===== src/rtl/quad_shift_pkg.sv =====
package quad_shift_pkg;

    typedef enum logic [1:0] {
        MODE_HOLD = 2'b00,
        MODE_SHR  = 2'b01,
        MODE_SHL  = 2'b10,
        MODE_LOAD = 2'b11
    } shift_mode_e;

    // One-hot action select; all zero means hold.
    typedef struct packed {
        logic shr;
        logic shl;
        logic load;
    } mode_sel_t;

    function automatic mode_sel_t decode_mode(input shift_mode_e m);
        mode_sel_t s;
        s = '0;
        unique case (m)
            MODE_SHR:  s.shr  = 1'b1;
            MODE_SHL:  s.shl  = 1'b1;
            MODE_LOAD: s.load = 1'b1;
            default:   s      = '0;
        endcase
        return s;
    endfunction

endpackage


===== src/rtl/qms_mode_decode.sv =====
module qms_mode_decode
    import quad_shift_pkg::*;
(
    input  logic [1:0] mode_i,
    output mode_sel_t  sel_o
);

    always_comb begin
        sel_o = decode_mode(shift_mode_e'(mode_i));
    end

endmodule


===== src/rtl/qms_bit_cell.sv =====
module qms_bit_cell
    import quad_shift_pkg::*;
(
    input  logic      clk,
    input  logic      clr,
    input  mode_sel_t sel,
    input  logic      from_a_side,
    input  logic      from_d_side,
    input  logic      par_bit,
    output logic      q_bit
);

    logic nxt;

    always_comb begin
        if (sel.load)
            nxt = par_bit;
        else if (sel.shr)
            nxt = from_a_side;
        else if (sel.shl)
            nxt = from_d_side;
        else
            nxt = q_bit;
    end

    always_ff @(posedge clk) begin
        if (clr)
            q_bit <= 1'b0;
        else
            q_bit <= nxt;
    end

endmodule


===== src/rtl/quad_mode_shifter.sv =====
module quad_mode_shifter
    import quad_shift_pkg::*;
#(
    parameter int WIDTH = 4
) (
    input  logic             clk,
    input  logic             clr,
    input  logic [1:0]       mode,
    input  logic [WIDTH-1:0] par_in,
    input  logic             ser_left_in,
    input  logic             ser_right_in,
    output logic [WIDTH-1:0] q
);

    localparam int A_END = WIDTH - 1;
    localparam int D_END = 0;

    mode_sel_t sel;

    qms_mode_decode u_decode (
        .mode_i (mode),
        .sel_o  (sel)
    );

    for (genvar i = 0; i < WIDTH; i++) begin : g_bit
        logic a_src;
        logic d_src;

        if (i == A_END) begin : g_a_end
            assign a_src = ser_right_in;
        end else begin : g_a_mid
            assign a_src = q[i+1];
        end

        if (i == D_END) begin : g_d_end
            assign d_src = ser_left_in;
        end else begin : g_d_mid
            assign d_src = q[i-1];
        end

        qms_bit_cell u_cell (
            .clk         (clk),
            .clr         (clr),
            .sel         (sel),
            .from_a_side (a_src),
            .from_d_side (d_src),
            .par_bit     (par_in[i]),
            .q_bit       (q[i])
        );
    end

endmodule


===== config.mk =====
export PLATFORM = sky130hd
export DESIGN_NAME = quad_mode_shifter
export DESIGN_NICKNAME = d
export VERILOG_FILES = /design/src/rtl/quad_shift_pkg.sv /design/src/rtl/qms_mode_decode.sv /design/src/rtl/qms_bit_cell.sv /design/src/rtl/quad_mode_shifter.sv
export SDC_FILE = /design/constraint.sdc
export NUM_CORES = 1
export LEC_CHECK = 0
export BUFFER_PORTS_ARGS = -buffer_cell sky130_fd_sc_hd__buf_2
export CORE_AREA = 2 2 39 41
export DETAILED_ROUTE_END_ITERATION = 10
export DIE_AREA = 0 0 41 43
export GPL_ROUTABILITY_DRIVEN = 0
export PLACE_DENSITY_LB_ADDON = 0.25
export SYNTH_ARGS = -nofsm -noshare
export SYNTH_HDL_FRONTEND = slang
export SYNTH_SLANG_ARGS = --single-unit

===== constraint.sdc =====
create_clock -name clk -period 1.6 [get_ports clk]
set_clock_uncertainty 0.15 [all_clocks]
set_input_delay 0.48 -clock clk [delete_from_list [all_inputs] [get_ports clk]]
set_output_delay 0.48 -clock clk [all_outputs]
set_load 0.01 [all_outputs]

==> results.py <==
metrics = {
    "outcome": {
        "status": "finished clean",
    },
    "placed_design": {
        "io_buffer_count": 13,
        "placed_area_um2": 280.3,
    },
    "floorplanning": {
        "die_w_um": 41,
        "core_area_um2": 1384,
        "die_h_um": 43,
        "ioPinCount": 14,
        "die_area_um2": 1763,
        "row_count": 14,
        "start_util": 0.1627,
    },
    "finish": {
        "diodes": 0,
        "area_delta_synth_final_pct": 34.44,
        "final_cell_area_um2": 302.8,
        "top_regs": "g_bit.u_cell.q_bit (4)",
        "drive_gt1_frac": 0.7143,
        "top_register": "g_bit.u_cell.q_bit",
        "layout.nets": 40,
        "largest_reg_flops": 4,
        "final_util": 0.2188,
    },
    "global_route": {
        "grt_max_degree": 5,
        "grt_overflow": 0,
        "grt.busiest_layer": "met2",
        "antenna_found_initial": 0,
        "met1_usage": 0.07237,
        "grt_pass1_vias": 179,
        "grt_pass1_wl_um": 752,
        "use_met3": 0.06283,
        "grt_usage": 0.07482,
        "grt.met2_usage": 0.08750,
    },
    "sta": {
        "worstMarginPinSlew_ns": 0.1389,
        "finalCritPeriodShare": 0.8637,
        "slew_viol_final": 0,
        "final_hold_viol_count": 0,
        "fin_crit_ns": 1.382,
        "finalSetupViolCount": 0,
        "rsz0062_at_grt": "no",
        "maxSlewHeadroom": 0.9072,
        "fmax_mhz": 723.7,
        "tns_ns": 0,
    },
    "synthesis": {
        "ys_top_cells_by_count": "buf_4 (4), dfxtp_1 (4), mux4_2 (4), nor2b_1 (4)",
        "yosysWarnings": 0,
        "synth_ff_type": "dfxtp_1",
        "synth_area_leader_cell": "mux4_2",
        "ys_seq_area_frac": 0.3556,
        "syn_inst": 16,
        "netlist_top_cells_area": "mux4_2 (40%), dfxtp_1 (36%), buf_4 (13%)",
        "ys_types": 4,
        "synth_fp_nets": 26,
        "netlist.area_leader.share": 0.4000,
        "synth_edf_count": 0,
        "synth-seq-cells": 4,
        "async_flop_share": 0,
        "avgSynthCellArea_um2": 14.08,
        "syn_area_um2": 225.2,
    },
    "critical_path": {
        "path_cells": "buf_2",
        "max_stage_delay_ns": 0.37,
        "crit_required_ns": 0.97,
        "path_class": "reg -> out",
        "endpoint_kind": "output port",
        "cpMaxStageDelayCell": "dfxtp_1",
        "crit_family": "flip-flops",
        "cp-start-kind": "flop",
        "cp_num_buf_inv": 1,
        "cp.arrival_ns": 0.75,
        "cp_max_fo": 4,
    },
    "clocking": {
        "clock_sinks": 4,
        "cts_root_buffer": "clkbuf_4",
        "clk_pin_slew_ns": 0.04,
        "cts_hold_buf": 0,
        "cts.path.max_buffers": 2,
        "cts_buffers": 3,
        "clkLatencyLatePin_ns": 0.23,
        "htreeDepth": 1,
        "cts_tree": "yes",
        "cts_setup_buffers": 0,
        "ctsResizeCount": 0,
    },
    "run": {
        "drv_cap": 0,
    },
    "route": {
        "drtIter0Drc": 0,
        "route.detailed.drc": 0,
        "num_vias": 173,
        "routed_wl_um": 453,
        "via_per_inst": 3.932,
        "antenna_left": 0,
        "wl_per_cell_um": 10.30,
        "drt_pre_antenna_iters": 1,
    },
    "pwr": {
        "peakVddDrop_mv": 0.2819,
        "p_leak_nw": 0.1380,
        "powerDensity_nw_per_um2": 928.5,
    },
    "min_path": {
        "hold_class": "in -> reg",
    },
}
==> area by class of cell <==
| cell class | instances | area (µm²) |
|---|---|---|
| fillers | 147 | 1081 |
| multi-input cells | 8 | 115.1 |
| flip-flops and latches | 4 | 80.08 |
| repair buffers | 13 | 65.06 |
| clock buffers | 3 | 22.52 |
| well taps | 16 | 20.02 |
==> cell usage in the layout (no fill, tap or decap) <==
master    synthesis  final
clkbuf_4          0      3
buf_2             0     13
mux4_2            4      4
nor2b_1           4      4
dfxtp_1           4      4
==> kinds of logic (layout without fill, tap and decap cells) <==
kind of cell / Yosys count / in the layout / synth area share
flip-flops: 4 / 4 / 0.3556
multiplexers: 4 / 4 / 0.4000
AND/OR/NAND/NOR: 4 / 4 / 0.1111
buffers and inverters: 4 / 16 / 0.1333
==> path summary, 6_finish.rpt <==
check | from | to | slack [ns] | depth (start not counted)
min | clr | g_bit[1].u_cell.q_bit$_SDFFE_PP0P_ | 0.30 | 2
max reg2reg | g_bit[1].u_cell.q_bit$_SDFFE_PP0P_ | g_bit[1].u_cell.q_bit$_SDFFE_PP0P_ | 0.43 | 2
min reg2reg | g_bit[0].u_cell.q_bit$_SDFFE_PP0P_ | g_bit[1].u_cell.q_bit$_SDFFE_PP0P_ | 0.57 | 2
max | g_bit[1].u_cell.q_bit$_SDFFE_PP0P_ | q[1] | 0.22 | 1
==> power by group <==
group          switching [mW]  internal [mW]
registers             0.00584          0.107
logic                  0.0157         0.0311
clock network          0.0377         0.0837
total                  0.0593          0.222
==> through the flow <==
step	hold slack, ns	std cells	setup WS, ns	power [mW]
5_1_grt	0.2939	44	0.1688	0.3028
3_3_place_gp	0.5398	41	0.08398	0.1610
6_report	0.2995	44	0.2181	0.2811
3_5_place_dp	0.5409	41	0.07561	0.1623
4_1_cts	0.2925	44	0.1921	0.2886
2_1_floorplan	0.4016	16	0.2743	0.1462
==> metal layers <==
metal | share of wire | up-vias
met1 | 0.42 | 77
met5 | 0 | -
li1 | - | 84
met2 | 0.51 | 12
met3 | 0.071 | 0
met4 | 0 | 0
Power figures use the tool's default switching activity.
